`config.mk`:
```
export PLATFORM = sky130hd
export DESIGN_NAME = bus_owner_arb
export DESIGN_NICKNAME = d
export VERILOG_FILES = /design/src/rtl/arb_pkg.sv /design/src/rtl/req_sync.sv /design/src/rtl/int_select.sv /design/src/rtl/handover_ctl.sv /design/src/rtl/bus_owner_arb.sv
export SDC_FILE = /design/constraint.sdc
export NUM_CORES = 1
export LEC_CHECK = 0
export BUFFER_PORTS_ARGS = -buffer_cell sky130_fd_sc_hd__buf_2
export CAP_MARGIN = 30
export CELL_PAD_IN_SITES_DETAIL_PLACEMENT = 0
export CELL_PAD_IN_SITES_GLOBAL_PLACEMENT = 1
export CORE_MARGIN = 2
export CORE_UTILIZATION = 30
export CTS_CLUSTER_SIZE = 25
export DETAILED_ROUTE_END_ITERATION = 10
export PLACE_DENSITY = 0.73
export SYNTH_ARGS = -nofsm -noshare
export SYNTH_HDL_FRONTEND = slang
export SYNTH_SLANG_ARGS = --single-unit
```
`constraint.sdc`:
```
create_clock -name clk -period 1.7 [get_ports clk]
set_input_delay 0.17 -clock clk [delete_from_list [all_inputs] [get_ports clk]]
set_output_delay 0.17 -clock clk [all_outputs]
set_load 0.01 [all_outputs]
```
`src/rtl/arb_pkg.sv`:
```
package arb_pkg;

  typedef enum logic [1:0] {
    PH_INT = 2'd0,
    PH_NEG = 2'd1,
    PH_EXT = 2'd2,
    PH_RET = 2'd3
  } phase_t;

  // highest set bit below n wins; bit order is the priority order
  function automatic int unsigned top_index(input logic [31:0] req, input int unsigned n);
    int unsigned idx;
    idx = 0;
    for (int unsigned i = 0; i < 32; i++) begin
      if (i < n && req[i]) idx = i;
    end
    return idx;
  endfunction

endpackage

```
`src/rtl/req_sync.sv`:
```
module req_sync #(
  parameter int STAGES = 2
) (
  input  logic clk,
  input  logic rst_n,
  input  logic d_async,
  output logic q_sync
);
  logic [STAGES-1:0] chain;

  always_ff @(posedge clk or negedge rst_n) begin
    if (!rst_n) chain <= '0;
    else        chain <= {chain[STAGES-2:0], d_async};
  end

  assign q_sync = chain[STAGES-1];
endmodule

```
`src/rtl/int_select.sv`:
```
module int_select #(
  parameter int N_INT = 3,
  parameter int IDX_W = 2
) (
  input  logic [N_INT-1:0] req,
  output logic [IDX_W-1:0] pick,
  output logic             pick_valid
);
  import arb_pkg::*;

  logic [31:0] req_wide;

  always_comb begin
    req_wide   = {{(32-N_INT){1'b0}}, req};
    pick_valid = |req;
    pick       = IDX_W'(top_index(req_wide, N_INT));
  end
endmodule

```
`src/rtl/handover_ctl.sv`:
```
module handover_ctl (
  input  logic            clk,
  input  logic            rst_n,
  input  logic            ext_seen,
  input  logic            bus_free,
  output arb_pkg::phase_t phase,
  output logic            ext_ack,
  output logic            ctl_oe,
  output logic            strobe_hold
);
  import arb_pkg::*;

  phase_t phase_nx;

  always_comb begin
    phase_nx = phase;
    case (phase)
      PH_INT:  if (ext_seen && bus_free) phase_nx = PH_NEG;
      PH_NEG:  phase_nx = PH_EXT;
      PH_EXT:  if (!ext_seen) phase_nx = PH_RET;
      default: phase_nx = PH_INT;
    endcase
  end

  always_ff @(posedge clk or negedge rst_n) begin
    if (!rst_n) phase <= PH_INT;
    else        phase <= phase_nx;
  end

  assign ext_ack     = (phase == PH_EXT);
  assign ctl_oe      = (phase != PH_EXT);
  assign strobe_hold = (phase == PH_NEG) || (phase == PH_RET);

  assert_neg_before_off_R6: assert property (@(posedge clk) disable iff (!rst_n)
    $fell(ctl_oe) |-> $past(strobe_hold));
  assert_neg_after_on_R6: assert property (@(posedge clk) disable iff (!rst_n)
    $rose(ctl_oe) |-> strobe_hold);
  assert_ack_on_with_oe_off_R7: assert property (@(posedge clk) disable iff (!rst_n)
    $rose(ext_ack) |-> $fell(ctl_oe));
  assert_ack_off_with_oe_on_R7: assert property (@(posedge clk) disable iff (!rst_n)
    $fell(ext_ack) |-> $rose(ctl_oe));
  assert_ack_held_R8: assert property (@(posedge clk) disable iff (!rst_n)
    (ext_ack && ext_seen) |=> ext_ack);
endmodule

```
`src/rtl/bus_owner_arb.sv`:
```
module bus_owner_arb #(
  parameter int N_INT       = 3,
  parameter int SYNC_STAGES = 2
) (
  input  logic               clk,
  input  logic               rst_n,
  input  logic [N_INT-1:0]   int_req,
  input  logic [N_INT-1:0]   int_lock,
  input  logic [N_INT-1:0]   int_done,
  input  logic               ext_req_a,
  output logic [N_INT:0]     grant,
  output logic               owner_valid,
  output logic               ext_ack,
  output logic               ctl_oe,
  output logic               strobe_hold
);
  import arb_pkg::*;

  localparam int N_REQ = N_INT + 1;
  localparam int IDX_W = $clog2(N_REQ);
  localparam logic [IDX_W-1:0] EXT_IDX = IDX_W'(N_INT);

  logic             ext_seen;
  logic [IDX_W-1:0] sel_idx;
  logic             sel_valid;
  logic [IDX_W-1:0] own_idx;
  logic             own_valid;
  logic [N_INT-1:0] grant_int;
  logic             cycle_end;
  logic             lock_active;
  logic             bus_free;
  logic [N_INT-1:0] above_mask;
  phase_t           phase;

  req_sync #(.STAGES(SYNC_STAGES)) u_sync (
    .clk(clk), .rst_n(rst_n), .d_async(ext_req_a), .q_sync(ext_seen));

  int_select #(.N_INT(N_INT), .IDX_W(IDX_W)) u_sel (
    .req(int_req), .pick(sel_idx), .pick_valid(sel_valid));

  handover_ctl u_ho (
    .clk(clk), .rst_n(rst_n), .ext_seen(ext_seen), .bus_free(bus_free),
    .phase(phase), .ext_ack(ext_ack), .ctl_oe(ctl_oe), .strobe_hold(strobe_hold));

  always_comb begin
    grant = '0;
    if (own_valid) grant[own_idx] = 1'b1;
  end

  assign owner_valid = own_valid;
  assign grant_int   = grant[N_INT-1:0];
  assign cycle_end   = |(grant_int & int_done & ~int_lock);
  assign lock_active = |(grant_int & int_lock);
  assign bus_free    = !own_valid || cycle_end;

  always_ff @(posedge clk or negedge rst_n) begin
    if (!rst_n) begin
      own_valid <= 1'b0;
      own_idx   <= '0;
    end else begin
      case (phase)
        PH_INT: if (bus_free) begin
          if (ext_seen) own_valid <= 1'b0;
          else begin
            own_valid <= sel_valid;
            if (sel_valid) own_idx <= sel_idx;
          end
        end
        PH_NEG: begin
          own_valid <= 1'b1;
          own_idx   <= EXT_IDX;
        end
        PH_EXT: if (!ext_seen) own_valid <= 1'b0;
        default: own_valid <= 1'b0;
      endcase
    end
  end

  // bits above the granted on-chip master, for the priority check
  always_comb begin
    logic seen;
    seen = 1'b0;
    for (int i = 0; i < N_INT; i++) begin
      above_mask[i] = seen;
      seen = seen | grant_int[i];
    end
  end

  assert_prio_R1: assert property (@(posedge clk) disable iff (!rst_n)
    ($rose(owner_valid) && !grant[N_INT]) |-> (($past(int_req) & above_mask) == '0));
  assert_grant_onehot_R2: assert property (@(posedge clk) disable iff (!rst_n)
    $onehot0(grant) && (owner_valid == (|grant)));
  assert_owner_kept_R3: assert property (@(posedge clk) disable iff (!rst_n)
    (owner_valid && !grant[N_INT] && !cycle_end) |=> $stable(grant));
  assert_lock_hold_R4: assert property (@(posedge clk) disable iff (!rst_n)
    lock_active |=> $stable(grant));
  assert_ext_after_negate_R5: assert property (@(posedge clk) disable iff (!rst_n)
    $rose(grant[N_INT]) |-> ($past(strobe_hold) && $past(grant) == '0));
endmodule

```
# ---- Yosys cells after proc, flatten, opt, wreduce, memory -nomap -nowiden
# Index checks and enable logic that the tools add are counted.
dict set report classes {
  mux 16
  bitwise_logic 3
  n_lt_le_gt_ge 2
  n_eq_ne 9
  n_reduce_logical 12
}
# operator n
set ops {}
lappend ops {{two-way mux 2 bit} 6}
lappend ops {{inequality test 2 bit, second input constant} 4}
lappend ops {{bitwise AND 3 bit} 2}
lappend ops {{one-hot mux 2 bit (3 select lines)} 1}
lappend ops {{OR reduction 3 bit} 2}
lappend ops {{two-way mux 1 bit} 5}
lappend ops {{equality test 2 bit, second input constant} 2}
lappend ops {{two-way mux 4 bit} 1}
lappend ops {{inequality test 2 x 1 -> 1 bit, second input constant} 2}
lappend ops {{one-hot mux 2 bit (2 select lines)} 1}
lappend ops {{AND reduction 2 bit} 2}
lappend ops {{AND reduction 4 bit} 1}
lappend ops {{less-than comparator 2 x 3 -> 1 bit, second input constant} 1}
lappend ops {{NOT 3 bit} 1}
lappend ops {{one-hot mux 1 bit (3 select lines)} 1}
lappend ops {{demux 1 bit (select 2 bit)} 1}
lappend ops {{equality test 2 x 1 -> 1 bit, second input constant} 1}
lappend ops {{>= comparator 2 x 1 -> 1 bit, second input constant} 1}
lappend ops {{logical AND 1 bit} 2}
lappend ops {{zero test 2 bit} 1}
lappend ops {{logical OR 1 bit} 2}
lappend ops {{nonzero test 2 bit} 1}
lappend ops {{zero test 1 bit} 1}
dict set report totals {
  out_inout_bits 8
  inputBits 12
  ff_bits 7
  elab_cells 46
}

# ---- Longest topological paths before layout
dict set report logic_depth {
  ltp_word 12
  ltp_mapped 6
  mapped_depth_nobuf 6
}

# ---- Modules after synthesis
# A second synthesis with hierarchy kept.
dict set report unflattened {
  hier_cells 53
  area_unflattened_um2 520.5
}
# mod cells_per_inst n_inst seq_area_each_um2 area_each_um2
set by_module_without_submodules {}
lappend by_module_without_submodules {bus_owner_arb 24 1 75.1 234.0}
lappend by_module_without_submodules {handover_ctl 24 1 50.0 216.5}
lappend by_module_without_submodules {req_sync 2 1 50.0 50.0}
lappend by_module_without_submodules {int_select 3 1 0.0 20.0}

# ---- Worst setup path before layout
# OpenSTA, ideal clock, no wires.
dict set report synth_timing {
  path_type {reg2reg}
  startpoint {register u_ho.phase[0]}
  endpoint {register u_ho.phase[1]}
  path_stages_with_launch 7
  path_slack_ns -0.013
  arrival_ns 1.587
  setup_ns 0.125
  period_less_slack_ns 1.713
  path_buffers 0
  t_required_ns 1.575
  cell_sequence {dfrtp_1 -> inv_1 -> ha_1 -> nand2_1 -> or2_2 -> o211ai_2 -> mux2_4}
}
dict set report synth_via {
  elab_chain_len 3
  word_cells_on_any_way 7
  classes_between {eq/ne (4); mux (1); reduce/logical (2)}
}
# element line_no
set synth_rtl {}
lappend synth_rtl {{from (decl)} handover_ctl.sv:6} ;# output arb_pkg::phase_t phase,
lappend synth_rtl {{from (signal assigned)} handover_ctl.sv:27} ;# else phase <= phase_nx;
lappend synth_rtl {{equality test 2 bit or zero test 2 bit (tied branches)} handover_ctl.sv:17} ;# case (phase)
lappend synth_rtl {{inequality test 2 bit (no source line) or inequality test 2 x 1 -> 1 bit (tied branches)} -}
lappend synth_rtl {{AND reduction 2 bit (no source line)} -}
# Parallel ways exist; a longest one is shown, timed or not.
# A chain may end at the register's enable or synchronous reset.

# ---- Worst setup path after layout
dict set report layout_timing {
  startpoint {register u_ho.phase[1]}
  endpoint {register u_ho.phase[1]}
}
# Same word-level chain as after synthesis.

==> results.toml <==
[global_routing]
antenna_found_initial = 0
grt_use_total_pct = 12.7
grt_pass1_wl_um = 1840
grt_pass1_vias = 457
grt_max_degree = 8
overflow = 0

[clock_tree]
root_buffer = "clkbuf_4"
cts_tree = "yes"
clkTransAtPathRegs_ps = 50
htree_levels = 1
clock_path_buffers = 2
cts_buffers = 3
post-cts-setup-buffer-count = 0
clk_latency_ps = 250
cts.sinks = 7

[setup_path]
r2r_setup_slack_ps = 110
critPathLaunchType = "flip-flop"
timing.rr.start = "u_ho.phase[1]$_DFFE_PN0P_"
regToRegEndpoint = "u_ho.phase[1]$_DFFE_PN0P_"
crit_arrival_ps = 1720
cp-end-kind = "flip-flop"
crit_start = "u_ho.phase[1]$_DFFE_PN0P_"
crit_type = "reg2reg"
reg2regPathDepth = 6
crit_required_ps = 1830
path_max_fanout = 4

[job]
drv_cap = 0

[floorplan]
die_area_um2 = 2020
coreArea_um2 = 1540
die_x_um = 44.9
pin_count = 20
start_util_pct = 32.5
die_h_um = 44.9
rows = 14

[sta]
fin_setup_tns_ps = 0
whs_ps = 23.9
final_hold_viol_count = 0
min_period_over_period_pct = 93.8
post-route-min-period_ps = 1590
slew_headroom_pct = 74.6
tightestPinTransition_ps = 376
slew_viol_final = 0
setup_violations = 0
clock.fmax_ghz = 0.627
clock_skew_ps = 4.10

[worst_hold_path]
min_delay_path_depth = 1
worstHoldEndpoint = "u_sync.chain[0]$_DFF_PN0_"
hold_start = "ext_req_a"
min_path_type = "in2reg"

[synthesis]
synth_top_area_share_pct = 34.9
synthArstFlopShare_pct = 100
synth-seq-area-share_pct = 34.9
synth_area_per_cell_um2 = 10.0
synth_nets = 66
ys_types = 27
yosysWarningCount = 0
netlist_area_um2 = 502
syn_inst = 50
synth_seq_cells = 7
yosys.area.top_type = "dfrtp_1"
synth_area_leaders = "dfrtp_1 35%, ha_1 10%, nor4bb_1 4.0%"
ys.flop_type = "dfrtp_1"
synth_edf_count = 0

[cells_and_area]
layout-drive-gt1-share_pct = 51.2
fillers = 156
diodes = 0
post-route-util_pct = 47.0
area_growth_syn_to_layout_pct = 44.4
mostFrequentLayoutCell = "buf_2"
nets = 99
multi_input_area_um2 = 319
final_cell_mix = "19 x buf_2, 8 x buf_4, 7 x dfrtp_1"
regArea_um2 = 175

[drt]
dr.pass1.iters = 3
drt_wl_total_um = 1170
drt_first_iter_violations = 5
via_count = 465
post_drt_wl_per_cell_um = 12.0
final_antenna_net_count = 0
drc = 0
vias_per_cell = 4.74

[placement]
io_buffers = 19
gp_congestion = 0.737
hpwl_um = 924

[power]
switchingPower_w = 0.000476
p_int_w = 0.000736
switching_share_pct = 39.2
power_density_nw_per_um2 = 1670
power_leakage_nw = 0.376
total_power_w = 0.00121
combPwrFrac_pct = 65.4
seqPwrFrac_pct = 22.2
p_clk_share_pct = 12.4
peakVddDrop_v = 0.000710

[outcome]
status = "finished, final reports clean"
[flip-flops by register name, indices dropped and copies added, names as in the netlist]
name and count:
u_sync.chain 2, u_ho.phase 2, owner_valid 1, own_idx 2
[synth_stat cells, drive strengths merged (2+ instances only)]
library cell / instances
ha: 4
mux2: 2
o21ai: 2
nand2: 4
nor4bb: 2
o21bai: 2
dfrtp: 7
and3: 2
nand2b: 2
nor2: 4
inv: 5
or2: 2
[through the flow]
| step | instances | instance area [um2] | setup slack (ps) |
|---|---|---|---|
| after floorplan | 50 | 504 | 6.25 |
| after global placement | 93 | 679 | 82.3 |
| after detailed placement | 93 | 679 | 40.2 |
| after CTS | 98 | 716 | 21.3 |
| after global routing | 98 | 724 | -3.88 |
| final | 98 | 724 | 106 |
[worst max-delay path, stage by stage, from the launching register on]
cell and delay [ps]:
dfrtp_1 370, inv_1 90, ha_2 180, nand2_1 70
or2_4 280, o211ai_2 190, mux2_4 310
[power groups by stage]
stage	clock [W]	sequential, W	combinational [W]
after floorplan	0	0.000299	0.000436
after global placement	0	0.000272	0.000759
after detailed placement	0	0.000273	0.000768
after CTS	0.000159	0.000270	0.000782
after global routing	0.000172	0.000276	0.000871
final	0.000150	0.000269	0.000793
[cells by family (layout without fill, tap and decap cells)]
family	after synthesis	in the layout	synth area share [%]
buffers and inverters	5	37	3.74
adders and majority gates	4	4	9.98
muxes	3	3	7.23
and+or+nand+nor	20	20	23.9
AOI/OAI and AO/OA	11	11	20.2
DFF	7	7	34.9
[worst max-delay path by stage]
stage	end	cells after the start
6_report	u_ho.phase[1]$_DFFE_PN0P_	6
5_1_grt	own_idx[0]$_DFFE_PN0P_	7
4_1_cts	strobe_hold	4
3_5_place_dp	owner_valid$_DFFE_PN0P_	6
3_3_place_gp	u_ho.phase[1]$_DFFE_PN0P_	6
2_1_floorplan	u_ho.phase[1]$_DFFE_PN0P_	6
[area by class of cell]
class                      instances  share of cell area, %
multi-input combinational         38                   44.0
timing repair buffer              28                   22.8
tap                               16                   2.76
sequential                         7                   24.2
inverter                           5                   2.59
clock buffer                       4                   3.63
[layer usage]
metal,part of all wire [%],global-route usage [%],wire [um],vias to the layer above
met3,2.7,2.40,32,0
met1,48,16.7,560,211
met5,0,0,0,-
li1,-,-,-,247
met2,49,19.7,580,7
met4,0,7.06,0,0
[what timing repair did]
item                                   4_1_cts  5_1_grt
endpoints found under the hold margin        7        0
resized for setup                            0        3
setup endpoints to repair                    0        4
hold buffers                                 1        0
No activity file was read; power rests on OpenSTA's default activity.
